`config.mk`:
```
export PLATFORM = sky130hd
export DESIGN_NAME = txd_engine_top
export DESIGN_NICKNAME = d
export VERILOG_FILES = /design/src/rtl/txd_pkg.sv /design/src/rtl/txd_regs.sv /design/src/rtl/txd_walker.sv /design/src/rtl/txd_lane.sv /design/src/rtl/txd_engine_top.sv
export SDC_FILE = /design/constraint.sdc
export NUM_CORES = 1
export LEC_CHECK = 0
export BUFFER_PORTS_ARGS = -buffer_cell sky130_fd_sc_hd__buf_2
export CAP_MARGIN = 30
export CORE_MARGIN = 1
export CORE_UTILIZATION = 53
export CTS_CLUSTER_SIZE = 12
export DETAILED_ROUTE_END_ITERATION = 7
export PLACE_DENSITY = 0.77
export SYNTH_ARGS = -nofsm -noshare
export SYNTH_HDL_FRONTEND = slang
export SYNTH_SLANG_ARGS = --single-unit
```
`constraint.sdc`:
```
create_clock -name clk -period 3.75 [get_ports clk]
set_input_delay 0.375 -clock clk [delete_from_list [all_inputs] [get_ports clk]]
set_output_delay 0.375 -clock clk [all_outputs]
set_load 0.02 [all_outputs]
```
`src/rtl/txd_pkg.sv`:
```
package txd_pkg;
    localparam int WORD_W  = 32;
    localparam int CNT_W   = 14;
    // descriptor word-1 flags
    localparam int USED_B  = 31;
    localparam int WRAP_B  = 30;
    localparam int EOF_B   = 15;
    // control bits
    localparam int CTL_EN  = 3;
    localparam int CTL_GO  = 9;
    // status bits
    localparam int ST_EXH  = 4;
    localparam int ST_DONE = 5;
    localparam int ST_URUN = 6;
    localparam int ST_BERR = 8;
    // register selects
    localparam logic [1:0] RA_CTRL  = 2'd0;
    localparam logic [1:0] RA_STAT  = 2'd1;
    localparam logic [1:0] RA_QBASE = 2'd2;

    typedef enum logic [2:0] {
        S_IDLE, S_DESC_ADDR, S_DESC_CTRL, S_BUF_RD, S_STREAM, S_MARK
    } txd_state_e;
endpackage

```
`src/rtl/txd_regs.sv`:
```
module txd_regs
    import txd_pkg::*;
(
    input  logic              clk,
    input  logic              rst_n,
    input  logic              wr_en,
    input  logic [1:0]        addr,
    input  logic [WORD_W-1:0] wdata,
    output logic [WORD_W-1:0] rdata,
    input  logic              set_exh,
    input  logic              set_done,
    input  logic              set_urun,
    input  logic              set_berr,
    output logic              en_q,
    output logic              go,
    output logic [WORD_W-1:0] qbase_q,
    output logic              qbase_load
);
    localparam logic [WORD_W-1:0] ST_MASK =
        (WORD_W'(1) << ST_EXH) | (WORD_W'(1) << ST_DONE) |
        (WORD_W'(1) << ST_URUN) | (WORD_W'(1) << ST_BERR);

    logic [WORD_W-1:0] status_q, set_vec, clr_vec;

    always_comb begin
        set_vec = '0;
        set_vec[ST_EXH]  = set_exh;
        set_vec[ST_DONE] = set_done;
        set_vec[ST_URUN] = set_urun;
        set_vec[ST_BERR] = set_berr;
        clr_vec = (wr_en && addr == RA_STAT) ? (wdata & ST_MASK) : '0;
    end

    assign go = wr_en && addr == RA_CTRL && wdata[CTL_GO] && en_q;

    always_ff @(posedge clk or negedge rst_n) begin
        if (!rst_n) begin
            status_q   <= '0;
            en_q       <= 1'b0;
            qbase_q    <= '0;
            qbase_load <= 1'b0;
        end else begin
            status_q   <= (status_q & ~clr_vec) | set_vec;
            qbase_load <= wr_en && addr == RA_QBASE;
            if (wr_en && addr == RA_CTRL)  en_q    <= wdata[CTL_EN];
            if (wr_en && addr == RA_QBASE) qbase_q <= {wdata[WORD_W-1:3], 3'b000};
        end
    end

    always_comb begin
        unique case (addr)
            RA_CTRL:  rdata = WORD_W'(en_q) << CTL_EN;
            RA_STAT:  rdata = status_q;
            RA_QBASE: rdata = qbase_q;
            default:  rdata = '0;
        endcase
    end

    // a written one clears the bit unless raised in the same cycle
    assert_w1c_clear_R11: assert property (@(posedge clk) disable iff (!rst_n)
        (wr_en && addr == RA_STAT && wdata[ST_BERR] && !set_berr)
        |=> !status_q[ST_BERR]);
    // a raised flag is visible next cycle whatever is written
    assert_flag_sticks_R11: assert property (@(posedge clk) disable iff (!rst_n)
        (|set_vec) |=> ((status_q & $past(set_vec)) == $past(set_vec)));
endmodule

```
`src/rtl/txd_walker.sv`:
```
module txd_walker
    import txd_pkg::*;
#(
    parameter int UNDER_LIMIT = 16
) (
    input  logic              clk,
    input  logic              rst_n,
    input  logic              en_q,
    input  logic              go,
    input  logic [WORD_W-1:0] qbase,
    input  logic              qbase_load,
    output logic              mem_req,
    output logic              mem_we,
    output logic [WORD_W-1:0] mem_addr,
    output logic [WORD_W-1:0] mem_wdata,
    input  logic              mem_ack,
    input  logic              mem_err,
    input  logic [WORD_W-1:0] mem_rdata,
    input  logic              tx_ready,
    output logic              stream_act,
    output logic              final_byte,
    output logic [WORD_W-1:0] word_q,
    output logic [1:0]        bidx_q,
    output logic              set_exh,
    output logic              set_done,
    output logic              set_urun,
    output logic              set_berr
);
    localparam int WCW = $clog2(UNDER_LIMIT + 1);

    txd_state_e        st, st_n;
    logic [WORD_W-1:0] ptr, first_ptr, buf_addr, first_w1;
    logic [CNT_W-1:0]  rem;
    logic              is_eof, is_wrap, in_frame, sent_any;
    logic [WCW-1:0]    wait_cnt;
    logic              fire, wait_hit, abort;
    logic [WORD_W-1:0] next_ptr_d, next_ptr_s;

    assign fire       = stream_act && tx_ready;
    assign wait_hit   = st == S_BUF_RD && sent_any && !mem_ack && !mem_err &&
                        wait_cnt == WCW'(UNDER_LIMIT - 1);
    assign next_ptr_d = mem_rdata[WRAP_B] ? qbase : ptr + WORD_W'(8);
    assign next_ptr_s = is_wrap ? qbase : ptr + WORD_W'(8);
    assign abort      = set_exh || set_urun || set_berr;

    // state register
    always_ff @(posedge clk or negedge rst_n) begin
        if (!rst_n) st <= S_IDLE;
        else        st <= st_n;
    end

    // next state and flag pulses
    always_comb begin
        st_n = st;
        {set_exh, set_done, set_urun, set_berr} = '0;
        if (!en_q) begin
            st_n = S_IDLE;
        end else begin
            unique case (st)
                S_IDLE: if (go) st_n = S_DESC_ADDR;
                S_DESC_ADDR: begin
                    if (mem_err) begin set_berr = 1'b1; st_n = S_IDLE; end
                    else if (mem_ack) st_n = S_DESC_CTRL;
                end
                S_DESC_CTRL: begin
                    if (mem_err) begin set_berr = 1'b1; st_n = S_IDLE; end
                    else if (mem_ack) begin
                        if (mem_rdata[USED_B]) begin
                            set_exh = in_frame;
                            st_n    = S_IDLE;
                        end else if (mem_rdata[CNT_W-1:0] != '0) st_n = S_BUF_RD;
                        else if (mem_rdata[EOF_B])               st_n = S_MARK;
                        else                                      st_n = S_DESC_ADDR;
                    end
                end
                S_BUF_RD: begin
                    if (mem_err)       begin set_berr = 1'b1; st_n = S_IDLE; end
                    else if (mem_ack)  st_n = S_STREAM;
                    else if (wait_hit) begin set_urun = 1'b1; st_n = S_IDLE; end
                end
                S_STREAM: begin
                    if (fire) begin
                        if (rem == CNT_W'(1)) st_n = is_eof ? S_MARK : S_DESC_ADDR;
                        else if (bidx_q == 2'd3) st_n = S_BUF_RD;
                    end
                end
                S_MARK: begin
                    if (mem_err)      begin set_berr = 1'b1; st_n = S_IDLE; end
                    else if (mem_ack) begin set_done = 1'b1; st_n = S_IDLE; end
                end
                default: st_n = S_IDLE;
            endcase
        end
    end

    // outputs
    always_comb begin
        mem_req    = en_q && st != S_IDLE && st != S_STREAM;
        mem_we     = st == S_MARK;
        mem_wdata  = first_w1 | (WORD_W'(1) << USED_B);
        stream_act = en_q && st == S_STREAM;
        final_byte = rem == CNT_W'(1) && is_eof;
        unique case (st)
            S_DESC_ADDR: mem_addr = ptr;
            S_DESC_CTRL: mem_addr = ptr + WORD_W'(4);
            S_BUF_RD:    mem_addr = buf_addr;
            S_MARK:      mem_addr = first_ptr + WORD_W'(4);
            default:     mem_addr = ptr;
        endcase
    end

    // datapath
    always_ff @(posedge clk or negedge rst_n) begin
        if (!rst_n) begin
            ptr <= '0; first_ptr <= '0; buf_addr <= '0; first_w1 <= '0;
            word_q <= '0; rem <= '0; bidx_q <= '0; wait_cnt <= '0;
            is_eof <= 1'b0; is_wrap <= 1'b0; in_frame <= 1'b0; sent_any <= 1'b0;
        end else begin
            wait_cnt <= (st == S_BUF_RD && !mem_ack && !mem_err) ? wait_cnt + WCW'(1) : '0;
            if (!en_q || qbase_load || abort) ptr <= qbase;
            if (!en_q || abort) begin
                in_frame <= 1'b0;
                sent_any <= 1'b0;
            end else begin
                unique case (st)
                    S_DESC_ADDR: if (mem_ack) buf_addr <= {mem_rdata[WORD_W-1:2], 2'b00};
                    S_DESC_CTRL: if (mem_ack && !mem_rdata[USED_B]) begin
                        rem      <= mem_rdata[CNT_W-1:0];
                        is_eof   <= mem_rdata[EOF_B];
                        is_wrap  <= mem_rdata[WRAP_B];
                        bidx_q   <= '0;
                        in_frame <= 1'b1;
                        if (!in_frame) begin
                            first_ptr <= ptr;
                            first_w1  <= mem_rdata;
                        end
                        if (mem_rdata[CNT_W-1:0] == '0) ptr <= next_ptr_d;
                    end
                    S_BUF_RD: if (mem_ack) word_q <= mem_rdata;
                    S_STREAM: if (fire) begin
                        rem      <= rem - CNT_W'(1);
                        bidx_q   <= bidx_q + 2'd1;
                        sent_any <= 1'b1;
                        if (rem == CNT_W'(1))  ptr      <= next_ptr_s;
                        else if (bidx_q == 2'd3) buf_addr <= buf_addr + WORD_W'(4);
                    end
                    S_MARK: if (mem_ack) begin
                        in_frame <= 1'b0;
                        sent_any <= 1'b0;
                    end
                    default: ;
                endcase
            end
        end
    end

    // a pending request keeps its address and direction
    assert_req_hold_R14: assert property (@(posedge clk) disable iff (!rst_n)
        (mem_req && !mem_ack && !mem_err && !wait_hit)
        |=> (!en_q || (mem_req && $stable(mem_addr) && $stable(mem_we))));
    // one outcome is reported per cycle
    assert_one_outcome_R9: assert property (@(posedge clk) disable iff (!rst_n)
        $onehot0({set_exh, set_done, set_urun, set_berr}));
    // nothing reaches memory while the transmitter is disabled
    assert_quiet_when_off_R2: assert property (@(posedge clk) disable iff (!rst_n)
        !en_q |-> (!mem_req && !stream_act));
endmodule

```
`src/rtl/txd_lane.sv`:
```
module txd_lane
    import txd_pkg::*;
(
    input  logic [WORD_W-1:0] word,
    input  logic [1:0]        idx,
    input  logic              active,
    input  logic              final_byte,
    output logic              tx_valid,
    output logic [7:0]        tx_data,
    output logic              tx_last
);
    localparam int NB = WORD_W / 8;
    logic [7:0] lanes [NB];

    for (genvar b = 0; b < NB; b++) begin : g_lane
        assign lanes[b] = word[8*b +: 8];
    end

    assign tx_valid = active;
    assign tx_data  = lanes[idx];
    assign tx_last  = active && final_byte;
endmodule

```
`src/rtl/txd_engine_top.sv`:
```
module txd_engine_top
    import txd_pkg::*;
#(
    parameter int UNDER_LIMIT = 16
) (
    input  logic        clk,
    input  logic        rst_n,
    input  logic        reg_wr,
    input  logic [1:0]  reg_addr,
    input  logic [31:0] reg_wdata,
    output logic [31:0] reg_rdata,
    output logic        mem_req,
    output logic        mem_we,
    output logic [31:0] mem_addr,
    output logic [31:0] mem_wdata,
    input  logic        mem_ack,
    input  logic        mem_err,
    input  logic [31:0] mem_rdata,
    output logic        tx_valid,
    output logic [7:0]  tx_data,
    output logic        tx_last,
    input  logic        tx_ready
);
    logic              en_q, go, qbase_load, stream_act, final_byte;
    logic [WORD_W-1:0] qbase_q, word_q;
    logic [1:0]        bidx_q;
    logic              set_exh, set_done, set_urun, set_berr;

    txd_regs u_regs (
        .clk, .rst_n, .wr_en(reg_wr), .addr(reg_addr), .wdata(reg_wdata),
        .rdata(reg_rdata), .set_exh, .set_done, .set_urun, .set_berr,
        .en_q, .go, .qbase_q, .qbase_load
    );

    txd_walker #(.UNDER_LIMIT(UNDER_LIMIT)) u_walk (
        .clk, .rst_n, .en_q, .go, .qbase(qbase_q), .qbase_load,
        .mem_req, .mem_we, .mem_addr, .mem_wdata, .mem_ack, .mem_err, .mem_rdata,
        .tx_ready, .stream_act, .final_byte, .word_q, .bidx_q,
        .set_exh, .set_done, .set_urun, .set_berr
    );

    txd_lane u_lane (
        .word(word_q), .idx(bidx_q), .active(stream_act), .final_byte,
        .tx_valid, .tx_data, .tx_last
    );

    // an offered byte stays put until taken or the frame is aborted
    assert_stream_hold_R14: assert property (@(posedge clk) disable iff (!rst_n)
        (tx_valid && !tx_ready)
        |=> (!tx_valid && !u_regs.en_q) || (tx_valid && $stable(tx_data) && $stable(tx_last)));
    // tx_last appears only on an offered byte
    assert_last_with_valid_R4: assert property (@(posedge clk) disable iff (!rst_n)
        tx_last |-> tx_valid);
endmodule

```
==> impl_summary.md <==
Outcome
The flow ran to the end, and the final reports show no timing, DRC or antenna violations.

Drt
The count of TritonRoute iterations in the first routing pass is 7. After detailed routing, the average wire length per cell comes to roughly 21 µm. The DRC violation count after routing is 0. The remaining antenna violation count after routing is 0. The per-cell via count in the routed design is 6.53. Summed over all layers, the routed wires come to 40400 µm.

The starting DRC count in detailed routing is about 1500. The routed layout has 12400 vias.

Worst setup path
STA classifies the critical path endpoint as an output port. Walking the worst path, the cells encountered are nand3b_4 > buf_6 > nand4_1 > o22ai_1 > buf_4 > or3b_1 > a221oi_2 > xor2_1 > a221o_1 > buf_2. STA classifies the critical path startpoint as a flip-flop. The worst stage delay on the critical path is between 0.4 and 0.5 ns. The critical path's slowest cell is sky130_fd_sc_hd__or3b_1. The type of the worst setup path is flip-flop to output port. The endpoint arrival time on the critical path is approximately 3.2 ns.

At the worst endpoint, the required time is between 3 and 4 ns. Along the worst path, the maximum fanout reaches 23.

Job
The max-capacitance violation count is 0.

Synth
Of all cell types, the one taking the most synthesized area is sky130_fd_sc_hd__dfrtp_1. The share of synthesized area in the top cell type comes to 0.416. The most used flip-flop cell after synthesis is sky130_fd_sc_hd__dfrtp_1. The Yosys warning count is 0. A synthesized cell averages 9.28 µm².

The count of state elements after synthesis is 220. In the synthesized netlist, the number of instances is approximately 1400. The cell area after synthesis is roughly 13000 µm². Counting flops with an async set or reset pin after synthesis yields a share of 1.00. Yosys mapped a number of flops with a built-in enable equal to 0. After synthesis, the netlist uses 85 different library cells. The share of synthesized area occupied by flip-flops and latches is 0.416.

The most common cell in the synthesized netlist is sky130_fd_sc_hd__dfrtp_1. Ranked by instance count, the synthesized netlist is headed by 220 x sky130_fd_sc_hd__dfrtp_1, 155 x sky130_fd_sc_hd__nand2_1, 126 x sky130_fd_sc_hd__mux2_2. By area the synthesized netlist is led by sky130_fd_sc_hd__dfrtp_1 42%, sky130_fd_sc_hd__mux2_2 11%, sky130_fd_sc_hd__nand2_1 4.4%.

Place
The number of buffers inserted by port buffering is 172. The number of placed instances, taps included, is about 1900. Detailed placement finished with a half-perimeter wire length of between 20000 and 30000 µm. The routability congestion estimate is between 0.9 and 1.

Clocking
After clock tree synthesis, the clock-pin slew on the worst setup and hold paths is roughly 0.070 ns. TritonCTS built the clock tree. The library cell used as clock root buffer is sky130_fd_sc_hd__clkbuf_16. The level count of the clock H-tree is 1. In this run, CTS created clock tree buffers numbering 25. The longest clock path from root to sink contains 3 buffers.

The number of sinks handled by clock tree synthesis is between 200 and 250. The insertion delay to the later sink of the worst-skew pair is around 0.54 ns.

Global routing
The total congestion overflow after global routing is 0. The number of global-route vias before repair came to approximately 12000. The initial antenna violation count is 0. For this run, the total global-route usage over all layers was measured as 0.314. The pin count of the biggest net entering global routing is around 120. The first global-routing pass estimated ~64000 µm of wire.

Cells and area
The number of antenna repair diodes is 0. In the final layout, the share of cells above drive strength 1 is 0.270. The post-layout instance count excluding filler cells is between 1500 and 2000. Across the whole layout, storage elements account for about 5500 µm².

The area growth from synthesis to layout is 16.4%. The post-route core utilization is 0.631. The net count of the finished layout is ~1600. The multi-input gate area in the final layout is a little over 7000 µm².

The number of filler instances in the final layout is 2017.

Timing
The number of max-slew violations in the final report is 0. Setup violations remaining at the end of the flow were counted as 0. The final-layout worst hold slack is between 0.05 and 0.06 ns. The worst-margin pin slew is about 0.96 ns. The worst path needs between 3 and 4 ns of the cycle, external delays included. The worst slew margin relative to its limit is 0.360. Timing would allow up to 279 MHz. Clock skew on the completed layout was measured at between 0.02 and 0.025 ns.

The post-route clock period utilization is 0.955. For the final routed database, the setup TNS stands at 0 ns. The final count of hold timing violations is 0.

Floorplanning
In this run the vertical extent of the chip is 160 µm. In this run the core area contains 57 standard-cell rows. The die outline area is 25600 µm². The region available for standard cell placement spans ~24000 µm². For this design the top-level I/O count stands at between 150 and 200. The initial core utilization is 0.542. The width of the chip is about 160 µm.

Power and ir drop
Dividing total power by cell area gives a power density of 684 nW/µm². The analysis attributes to cell leakage a power of a little under 7 nW. The peak ir drop on the vdd network is approximately 0.54 mV.

The overall power consumption is between 10 and 15 mW.

Min path
The path class of the tightest hold or removal check is input port to flip-flop.
final timing paths:
| check | from | endpoint | slack (ns) | cells past startpoint |
|---|---|---|---|---|
| max in group asynchronous | rst_n | u_regs.qbase_q[15]$_DFFE_PN0P_ | 2.34 | 3 |
| min in group asynchronous | rst_n | u_regs.qbase_q[10]$_DFFE_PN0P_ | 0.47 | 2 |
| worst max register to register | u_walk.rem[3]$_DFFE_PN0P_ | u_walk.ptr[13]$_DFF_PN0_ | 0.42 | 6 |
| worst max-delay path | u_walk.st[2]$_DFFE_PN0P_ | mem_addr[27] | 0.17 | 10 |
| worst min register to register | u_regs.status_q[4]$_DFF_PN0_ | u_regs.status_q[4]$_DFF_PN0_ | 0.49 | 2 |
| worst min-delay path | reg_wdata[21] | u_regs.qbase_q[21]$_DFFE_PN0P_ | 0.05 | 3 |
state kept, by name, summed over array words and instances, names as in the netlist, 2 cells and up:
signal	cells
u_walk.bidx_q	2
u_regs.qbase_q	29
u_walk.first_w1	31
u_walk.rem	14
u_regs.status_q	4
u_walk.ptr	32
u_walk.word_q	32
u_walk.first_ptr	32
u_walk.st	3
u_walk.wait_cnt	5
u_walk.buf_addr	30
area by class of cell:
| cell class | instances | share of cell area |
|---|---|---|
| multi-input cells | 1063 | 0.469 |
| well taps | 324 | 0.0263 |
| repair buffers | 220 | 0.0842 |
| inverters | 25 | 0.00642 |
| clock inverters | 7 | 0.00854 |
| clock buffers | 36 | 0.0479 |
| flip-flops and latches | 220 | 0.358 |
power breakdown:
group          switching [mW]  internal [mW]
clock network            1.01           1.57
registers                1.02           3.21
logic                    2.13           1.58
what timing repair did:
action	CTS	global route
setup endpoints to repair	1	9
pin swaps	0	1
hold buffers	1	0
resized for setup	1	12
hold endpoints to repair	109	0
buffers inserted	0	1
cell usage in the layout (no fill, tap or decap), drive strengths merged, types with 33 or more instances in the layout:
master	Yosys	layout
dfrtp	220	220
buf	33	219
nand2	155	155
mux2	126	126
o21ai	99	99
a21oi	87	87
nor2	81	81
nand3	66	66
nor3	36	36
clkbuf	86	36
xnor2	35	35
and2	33	33
per-layer routing:
metal / up-vias / GRT usage / wire length (µm) / part of all wire
li1: 5517 / - / - / -
met1: 6011 / 0.430 / 16500 / 0.41
met4: 0 / 0.127 / 1690 / 0.042
met2: 709 / 0.495 / 18500 / 0.46
met5: - / 0 / 0 / 0
met3: 130 / 0.0558 / 3650 / 0.090
worst max-delay path: cells and delay by family, from the launching register on:
kind,cells,cell delay (ns)
AND/OR/NAND/NOR,3,0.76
AO/OA/AOI/OAI,3,0.82
buffers and inverters,3,0.54
XOR/XNOR,1,0.11
flip-flops,1,0.41
logic make-up after synthesis:
| family | share of synthesized area |
|---|---|
| buffers and inverters | 0.0447 |
| adder cells (fa/ha/maj) | 0.00757 |
| multiplexers | 0.125 |
| XOR/XNOR | 0.0371 |
| other | 0.000568 |
| AO/OA/AOI/OAI | 0.191 |
| AND/OR/NAND/NOR | 0.177 |
| flip-flops | 0.416 |
through the flow:
step	setup WS, ns	instance area, µm²
CTS	0.0184	15300
global route	-0.00170	15400
global placement	0.523	14400
detailed placement	0.483	14500
finish	0.167	15400
floorplan	0.0385	13200
No activity file was read; power rests on OpenSTA's default activity.
